==> src/rtl/pwr_accum_pkg.sv <==
package pwr_accum_pkg;

    typedef enum logic [1:0] {
        ST_SEEK = 2'd0,
        ST_RUN  = 2'd1,
        ST_SAT  = 2'd2
    } seq_state_e;

    typedef struct packed {
        logic add;
        logic restart;
    } mac_ctl_t;

endpackage

==> src/rtl/pwr_ob2tc.sv <==
module pwr_ob2tc #(
    parameter int W = 12
) (
    input  logic [W-1:0]        raw,
    output logic signed [W-1:0] tc
);
    // offset binary to two's complement by flipping the top bit
    assign tc = {~raw[W-1], raw[W-2:0]};
endmodule

==> src/rtl/pwr_zc_detect.sv <==
module pwr_zc_detect #(
    parameter int W = 12
) (
    input  logic                clk,
    input  logic                rst_n,
    input  logic                valid,
    input  logic signed [W-1:0] v_tc,
    output logic                boundary
);
    logic prev_neg;

    always_ff @(posedge clk) begin
        if (!rst_n) begin
            prev_neg <= 1'b0;
        end else if (valid) begin
            prev_neg <= v_tc[W-1];
        end
    end

    // previous accepted sample negative, current zero or positive
    assign boundary = valid && prev_neg && !v_tc[W-1];
endmodule

==> src/rtl/pwr_mac.sv <==
module pwr_mac
    import pwr_accum_pkg::*;
#(
    parameter int W     = 12,
    parameter int ACC_W = 32
) (
    input  logic                    clk,
    input  logic                    rst_n,
    input  mac_ctl_t                ctl,
    input  logic signed [W-1:0]     a,
    input  logic signed [W-1:0]     b,
    output logic signed [ACC_W-1:0] acc
);
    localparam int PW = 2 * W;

    logic signed [PW-1:0]    prod;
    logic signed [ACC_W-1:0] prod_ext;

    assign prod     = a * b;
    assign prod_ext = {{(ACC_W-PW){prod[PW-1]}}, prod};

    always_ff @(posedge clk) begin
        if (!rst_n) begin
            acc <= '0;
        end else if (ctl.restart) begin
            acc <= prod_ext;
        end else if (ctl.add) begin
            acc <= acc + prod_ext;
        end
    end
endmodule

==> src/rtl/pwr_period_seq.sv <==
module pwr_period_seq
    import pwr_accum_pkg::*;
#(
    parameter int N_MAX = 255,
    parameter int CNT_W = 8
) (
    input  logic             clk,
    input  logic             rst_n,
    input  logic             valid,
    input  logic             boundary,
    output mac_ctl_t         ctl,
    output logic             snap,
    output logic [CNT_W-1:0] cnt
);
    localparam logic [CNT_W-1:0] CNT_LAST = CNT_W'(N_MAX - 1);

    seq_state_e state, nxt;

    always_ff @(posedge clk) begin
        if (!rst_n) begin
            state <= ST_SEEK;
        end else begin
            state <= nxt;
        end
    end

    always_comb begin
        nxt         = state;
        ctl.add     = 1'b0;
        ctl.restart = 1'b0;
        snap        = 1'b0;
        unique case (state)
            ST_SEEK: begin
                if (boundary) begin          // T_ARM
                    ctl.restart = 1'b1;
                    nxt         = ST_RUN;
                end
            end
            ST_RUN: begin
                if (boundary) begin          // T_WRAP
                    snap        = 1'b1;
                    ctl.restart = 1'b1;
                end else if (valid) begin
                    ctl.add = 1'b1;
                    if (cnt == CNT_LAST) begin
                        nxt = ST_SAT;        // T_FULL
                    end
                end
            end
            ST_SAT: begin
                if (boundary) begin          // T_RESUME
                    snap        = 1'b1;
                    ctl.restart = 1'b1;
                    nxt         = ST_RUN;
                end
            end
            default: nxt = ST_SEEK;
        endcase
    end

    always_ff @(posedge clk) begin
        if (!rst_n) begin
            cnt <= '0;
        end else if (ctl.restart) begin
            cnt <= CNT_W'(1);
        end else if (ctl.add) begin
            cnt <= cnt + CNT_W'(1);
        end
    end
endmodule

==> src/rtl/pwr_accum_bank.sv <==
module pwr_accum_bank
    import pwr_accum_pkg::*;
#(
    parameter  int SMP_W = 12,
    parameter  int N_MAX = 255,
    localparam int CNT_W = $clog2(N_MAX + 1),
    localparam int ACC_W = 2 * SMP_W + CNT_W
) (
    input  logic                    clk,
    input  logic                    rst_n,
    input  logic                    smp_valid,
    input  logic [SMP_W-1:0]        v_raw,
    input  logic [SMP_W-1:0]        i_raw,
    output logic                    done,
    output logic signed [ACC_W-1:0] sum_vv,
    output logic signed [ACC_W-1:0] sum_vi,
    output logic signed [ACC_W-1:0] sum_ii,
    output logic [CNT_W-1:0]        n_count
);
    localparam int N_CH  = 2;
    localparam int N_MAC = 3;

    logic [SMP_W-1:0]        raw_ch [N_CH];
    logic signed [SMP_W-1:0] tc_ch  [N_CH];
    logic signed [SMP_W-1:0] op_a   [N_MAC];
    logic signed [SMP_W-1:0] op_b   [N_MAC];
    logic signed [ACC_W-1:0] acc    [N_MAC];

    logic             boundary;
    logic             snap;
    logic [CNT_W-1:0] cnt;
    mac_ctl_t         ctl;

    assign raw_ch[0] = v_raw;
    assign raw_ch[1] = i_raw;

    for (genvar c = 0; c < N_CH; c++) begin : g_conv
        pwr_ob2tc #(.W(SMP_W)) conv_i (
            .raw (raw_ch[c]),
            .tc  (tc_ch[c])
        );
    end

    pwr_zc_detect #(.W(SMP_W)) zc_i (
        .clk      (clk),
        .rst_n    (rst_n),
        .valid    (smp_valid),
        .v_tc     (tc_ch[0]),
        .boundary (boundary)
    );

    pwr_period_seq #(.N_MAX(N_MAX), .CNT_W(CNT_W)) seq_i (
        .clk      (clk),
        .rst_n    (rst_n),
        .valid    (smp_valid),
        .boundary (boundary),
        .ctl      (ctl),
        .snap     (snap),
        .cnt      (cnt)
    );

    // operand pairs: v*v, v*i, i*i
    assign op_a[0] = tc_ch[0];
    assign op_b[0] = tc_ch[0];
    assign op_a[1] = tc_ch[0];
    assign op_b[1] = tc_ch[1];
    assign op_a[2] = tc_ch[1];
    assign op_b[2] = tc_ch[1];

    for (genvar m = 0; m < N_MAC; m++) begin : g_mac
        pwr_mac #(.W(SMP_W), .ACC_W(ACC_W)) mac_i (
            .clk   (clk),
            .rst_n (rst_n),
            .ctl   (ctl),
            .a     (op_a[m]),
            .b     (op_b[m]),
            .acc   (acc[m])
        );
    end

    // snapshot taken on the same edge that restarts the accumulators
    always_ff @(posedge clk) begin
        if (!rst_n) begin
            done    <= 1'b0;
            sum_vv  <= '0;
            sum_vi  <= '0;
            sum_ii  <= '0;
            n_count <= '0;
        end else begin
            done <= snap;
            if (snap) begin
                sum_vv  <= acc[0];
                sum_vi  <= acc[1];
                sum_ii  <= acc[2];
                n_count <= cnt;
            end
        end
    end
endmodule

==> config.mk <==
export PLATFORM = sky130hd
export DESIGN_NAME = pwr_accum_bank
export DESIGN_NICKNAME = d
export VERILOG_FILES = /design/src/rtl/pwr_accum_pkg.sv /design/src/rtl/pwr_ob2tc.sv /design/src/rtl/pwr_zc_detect.sv /design/src/rtl/pwr_mac.sv /design/src/rtl/pwr_period_seq.sv /design/src/rtl/pwr_accum_bank.sv
export SDC_FILE = /design/constraint.sdc
export NUM_CORES = 2
export LEC_CHECK = 0
export ABC_AREA = 1
export BUFFER_PORTS_ARGS = -buffer_cell sky130_fd_sc_hd__buf_2
export CAP_MARGIN = 25
export CORE_MARGIN = 2
export CORE_UTILIZATION = 40
export DETAILED_ROUTE_END_ITERATION = 10
export GPL_TIMING_DRIVEN = 0
export PLACE_DENSITY = 0.57
export SLEW_MARGIN = 20
export SYNTH_ARGS = -nofsm -noshare
export SYNTH_HDL_FRONTEND = slang
export SYNTH_HIERARCHICAL = 1
export SYNTH_SLANG_ARGS = --single-unit
==> constraint.sdc <==
create_clock -name clk -period 7.65 [get_ports clk]
set_clock_uncertainty 0.15 [all_clocks]
set_input_delay 0 -clock clk [delete_from_list [all_inputs] [get_ports clk]]
set_output_delay 0 -clock clk [all_outputs]
set_load 0.05 [all_outputs]
Yosys cells after proc, flatten, opt, wreduce, memory -nomap -nowiden
Index checks and enable logic that the tools add are counted.
- logic and storage cells: 57
- output and inout bits: 105
- input port bits: 27
- register bits: 212
- bitwise logic cells: 3
- eq/ne operators: 7
- muxes and demuxes: 19
- reductions and logical operators: 9
- multipliers: 3
- add/subtract/negate cells: 4
- operators by type and width (operator ; count):
    $mux W32 ; 6
    $add A32 B24 Y32 ; 3
    $mul A12 B12 Y24 ; 3
    $add A8 B1 Y8 const B ; 1
    $eq A8 B8 Y1 const B ; 1
    $mux W1 ; 8
    $mux W2 ; 4
    $reduce_or A2 Y1 ; 3
    $ne A2 B1 Y1 const B ; 2
    $ne A2 B2 Y1 const B ; 2
    $pmux W2 S2 ; 1
    $reduce_and A4 Y1 ; 1
    $not A1 Y1 ; 3
    $reduce_or A3 Y1 ; 1
    $eq A2 B1 Y1 const B ; 1
    $eq A2 B2 Y1 const B ; 1
    $logic_and A1 B1 Y1 ; 2
    $logic_not A2 Y1 ; 1
    $reduce_bool A2 Y1 ; 1

Logic depth before layout (Yosys ltp)
- depth after elaboration: 6
- gate-level depth with buffers: 40
- depth with buffers taken out: 38

Hierarchy
The synthesis kept the hierarchy.
- by module, submodules not included (module ; cells each ; sequential area each (µm²) ; times used ; area an instance (µm²)):
    pwr_mac at g_mac[1].mac_i ; 1345 ; 640.6 ; 1 ; 9316.4
    pwr_mac at g_mac[0].mac_i ; 1328 ; 640.6 ; 1 ; 9220.1
    pwr_mac at g_mac[2].mac_i ; 1350 ; 640.6 ; 1 ; 9217.6
    pwr_accum_bank ; 662 ; 2102.0 ; 1 ; 4262.8
    pwr_period_seq ; 92 ; 200.2 ; 1 ; 621.8
    pwr_ob2tc ; 12 ; 0.0 ; 2 ; 86.3
    pwr_zc_detect ; 8 ; 20.0 ; 1 ; 48.8

Least setup slack after synthesis
OpenSTA, ideal clock, no wires.
- kind: in2reg
- from: in v_raw[11]
- to: reg g_mac[0].mac_i.acc[31]
- buffers on the path: 1
- required time: 7.391 ns
- path slack: 1.324 ns
- setup time: 0.109 ns
- cell stages on the path: 35
- arrival: 6.068 ns
- path through: inv_1 -> clkbuf_1 -> nand2_1 -> inv_1 -> fa_1 -> fa_1 -> inv_1 -> fa_1 -> inv_1 -> fa_1 -> inv_1 -> fa_1 -> inv_1 -> ha_1 -> nand2_1 -> nor2_1 -> and2_2 -> nand4_2 -> nand3_2 -> inv_2 -> nand2_2 -> nand2_2 -> ha_1 -> nand2_1 -> inv_1 -> nand2_1 -> nor3_1 -> a21oi_1 -> nand3_1 -> nand2_1 -> nor2_1 -> nand2_1 -> nand3_1 -> nand2_1 -> inv_1
- longest elaborated chain between the ends: 5
- elaborated cells on any way between the ends: 11
- classes of those cells: add/sub (1); mul (1); mux (6); bitwise (1); reduce/logical (2)
- RTL lines (element ; line ; text):
    start: declaration ; pwr_accum_bank.sv:12 ; input logic [SMP_W-1:0] v_raw,
    $not A1 Y1 ; pwr_ob2tc.sv:8 ; assign tc = {~raw[W-1], raw[W-2:0]};
    $mul A12 B12 Y24 ; pwr_mac.sv:19 ; assign prod = a * b;
    $add A32 B24 Y32 ; pwr_mac.sv:28 ; acc <= acc + prod_ext;
    $mux W32 ; pwr_mac.sv:27 ; end else if (ctl.add) begin
    $mux W32 ; pwr_mac.sv:25 ; end else if (ctl.restart) begin
    end signal: assignment ; pwr_mac.sv:26 ; acc <= prod_ext;
    end signal: assignment ; pwr_mac.sv:28 ;
    end: declaration ; pwr_mac.sv:12 ; output logic signed [ACC_W-1:0] acc
Several ways; a longest one is shown, not always the timed one. The select of a mux whose other input is x is not followed.
A chain may end at the register's enable or synchronous reset.

Worst setup path in the final report
- from: in v_raw[0]
- to: reg g_mac[0].mac_i.acc[31]
- longest elaborated chain between the ends: 4
- RTL lines (element ; line):
    $mul A12 B12 Y24 * ; pwr_mac.sv:19
    $add A32 B24 Y32 ; pwr_mac.sv:28
    $mux W32 ; pwr_mac.sv:27
    $mux W32 * ; pwr_mac.sv:25
Every way passes the cells marked *; elsewhere a longest branch is shown, timed or not. The select of a mux whose other input is x is not followed.

==> metrics.cfg <==
[outcome]
status=finished clean

[logic_synthesis]
synth_nets=5511
ys_seq_area_share_pct=12.92
ys_top_cells_by_area=fa_1 25%, nand2_1 15%, dfxtp_1 13%
yosysTopAreaCell=fa_1
synth_top_family_by_area=adder cells
synth.top_cell.area_share_pct=25.40
synth_compound_area_share_pct=7.939
synthMuxAreaShare_pct=0
syn_inst=4809
yosys.area_share.xor_xnor_pct=1.866
syn_area_um2=32860
synthAdderAreaFrac_pct=35.23
synth_edf_count=0
ys_ff_latch=212
async_reset_ff_share_pct=0
yosys_warnings=6
synth_flop_cell=dfxtp_1
synthSimpleGateAreaFrac_pct=27.57
syn_area_per_cell_um2=6.833
synth_cell_types=62

[timing]
finalWorstSetupSlack_ns=0.5376
hold_viol_final=0
fin_crit_ns=7.112
relSlewSlack_pct=43.47
fmax_mhz=140.6
finalSetupViolations=0
slew_violations=0
fin_crit_sh_pct=92.97
worst_pin_slew_ns=0.8479
rsz0062_at_grt=false

[setup_path]
timing.rr.end=g_mac[2].mac_i/acc[18]$_SDFFE_PN0P_
required_ns=7.94
critPathArrivalTime_ns=7.40
cpMaxStageDelayCell=fa_1
start_kind=input pin
cp-end-kind=register
reg2reg_from=seq_i/state[1]$_SDFFE_PN0P_
crit_path_max_fanout=12
cpPeakStageDelay_ns=0.62
worstRegToRegCells=10
criticalPathCategory=in2reg
rrSetupSlack_ns=4.32

[route]
drt_wl_total_um=99380
vias_per_cell=4.924
ant_nets=0
via_count=29730
drt_iter0_drc=1496
wl_per_cell_um=16.46
drcViolationCount=0
firstDrtPassIters=6

[clock_tree]
clkSinkCount=212
clk_pin_slew_worst_paths_ns=0.07
clkLatencyLatePin_ns=0.55
numCtsBuffers=23
htreeDepth=1
root_buffer=clkbuf_16
cts_buffer_depth=3
cts_tree=yes

[global_routing]
antenna_found_initial=0
grt_max_degree=26
grt_pass1_vias=30570
grt_usage_pct=24.05
grt_remaining_overflow=0
grt_pass1_wl_um=162700

[finish]
num-nets-final=5652
drive_gt1_share_pct=7.047
final_util_pct=43.61
regArea_um2=4244
finalInstanceArea_um2=35640
fillers=8756
syn_to_final_growth_pct=8.449
diodes=0
multi_input_area_um2=23860

[die]
start_util_pct=40.21
dieArea_um2=84460
core_um2=81720
fp.dieH_um=290.6
die_w_um=290.6
ios=132
num_rows=105

[hold_path]
hold_start=i_raw[1]
hold_path.class=in2reg
hold_depth=8
hold_end=g_mac[2].mac_i/acc[1]$_SDFFE_PN0P_

[placement]
place.gp.congestion=0.9585
place_area_um2=34760
place_ws_ns=-0.4559
portBuffers=109
dpl.hpwl_um=82390

[run]
drv_cap=0

-- worst max-delay path: cells and delay by family --
kind | cells | cell delay, ns
AOI/OAI and AO/OA | 1 | 0.19
adders and majority gates | 7 | 3.46
buffers and inverters | 11 | 1.75
and+or+nand+nor | 16 | 1.95
-- cell type report --
class	count	share of cell area [%]
Sequential cell	212	11.91
Timing Repair Buffer	116	1.731
Buffer	164	2.324
Inverter	1048	11.05
Clock buffer	24	1.626
Tap cell	1070	3.757
Multi-Input combinational cell	3385	66.96
Clock inverter	18	0.6425
-- timing repair --
action	4_1_cts	5_1_grt
resized for setup	0	7
hold endpoints to repair	23	0
buffers inserted	0	0
endpoints found under the setup margin	0	5
hold buffers	6	0
-- logic make-up after synthesis --
family / Yosys count
and+or+nand+nor: 2177
buffers and inverters: 1212
adders and majority gates: 675
AOI/OAI and AO/OA: 463
DFF: 212
xor gates and xnor gates: 70
-- layout by cell type, fill, tap and decap left out, drive strengths merged, types with 4 or more instances in the layout --
cell type	count
ha	258
a211oi	5
nor2	522
a21oi	223
nor4	5
fa	417
nand3	198
bufinv	4
o21ai	151
clkbuf	117
nand4	39
nand2	1327
xnor2	28
a31oi	22
dfxtp	212
o221ai	6
a21o	13
buf	180
or2	21
nand3b	15
nor3	33
xor2	42
dlygate4sd3	6
and2	10
o21a	5
o21bai	18
inv	1049
clkinv	10
and3	4
o211ai	8
-- metrics by stage --
stage	hold slack, ns	setup TNS (ns)	cells
2_1_floorplan	-0.01526	0	4809
3_3_place_gp	0.1794	-0.6581	5988
3_5_place_dp	0.1770	-0.8541	5989
4_1_cts	0.07874	0	6037
5_1_grt	0.1409	0	6037
6_report	0.08704	0	6037
-- worst max-delay path by stage --
stage                     startpoint                                  end  slack [ns]  cells past startpoint
after floorplan            v_raw[11]  g_mac[0].mac_i/acc[31]$_SDFFE_PN0P_        1.32                     35
after CTS                   v_raw[0]  g_mac[0].mac_i/acc[31]$_SDFFE_PN0P_        0.04                     36
after global routing        v_raw[0]  g_mac[0].mac_i/acc[31]$_SDFFE_PN0P_        0.05                     35
after global placement     v_raw[11]  g_mac[0].mac_i/acc[31]$_SDFFE_PN0P_       -0.42                     36
final                       v_raw[0]  g_mac[0].mac_i/acc[31]$_SDFFE_PN0P_        0.54                     35
after detailed placement   v_raw[11]  g_mac[0].mac_i/acc[31]$_SDFFE_PN0P_       -0.46                     36
-- per-layer routing --
metal  part of all wire [%]  GRT usage [%]  vias up  wire (µm)
met5                      0              0        -          0
met1                     44          30.45    14210      43400
met4                    2.6          5.447        0       2588
met2                     50          44.33      619      49860
met3                    3.6          1.881      142       3537
li1                       -              -    14760          -
-- state kept, by name, summed over array words and instances (netlist names) --
| register | flops |
|---|---|
| sum_vv | 32 |
| sum_vi | 32 |
| done | 1 |
| n_count | 8 |
| zc_i/prev_neg | 1 |
| seq_i/state | 2 |
| sum_ii | 32 |
| seq_i/cnt | 8 |
| g_mac.mac_i/acc | 96 |
-- cells in the mapped netlist (18+ instances only) --
| cell | n |
|---|---|
| xnor2_1 | 28 |
| dfxtp_1 | 212 |
| nand2_1 | 1302 |
| or2_2 | 18 |
| buf_4 | 33 |
| nor2_1 | 500 |
| a31oi_1 | 22 |
| nand2_2 | 20 |
| clkbuf_1 | 91 |
| a21oi_1 | 208 |
| nor2_2 | 20 |
| inv_1 | 1035 |
| xor2_1 | 42 |
| nand4_1 | 37 |
| ha_1 | 258 |
| fa_1 | 417 |
| nand3_1 | 186 |
| nor3_1 | 26 |
| buf_2 | 30 |
| o21bai_1 | 18 |
| o21ai_0 | 139 |
Power is left out: the tool's default activity adds up to more than one toggle a clock period on the data nets, which glitch-free logic cannot reach.
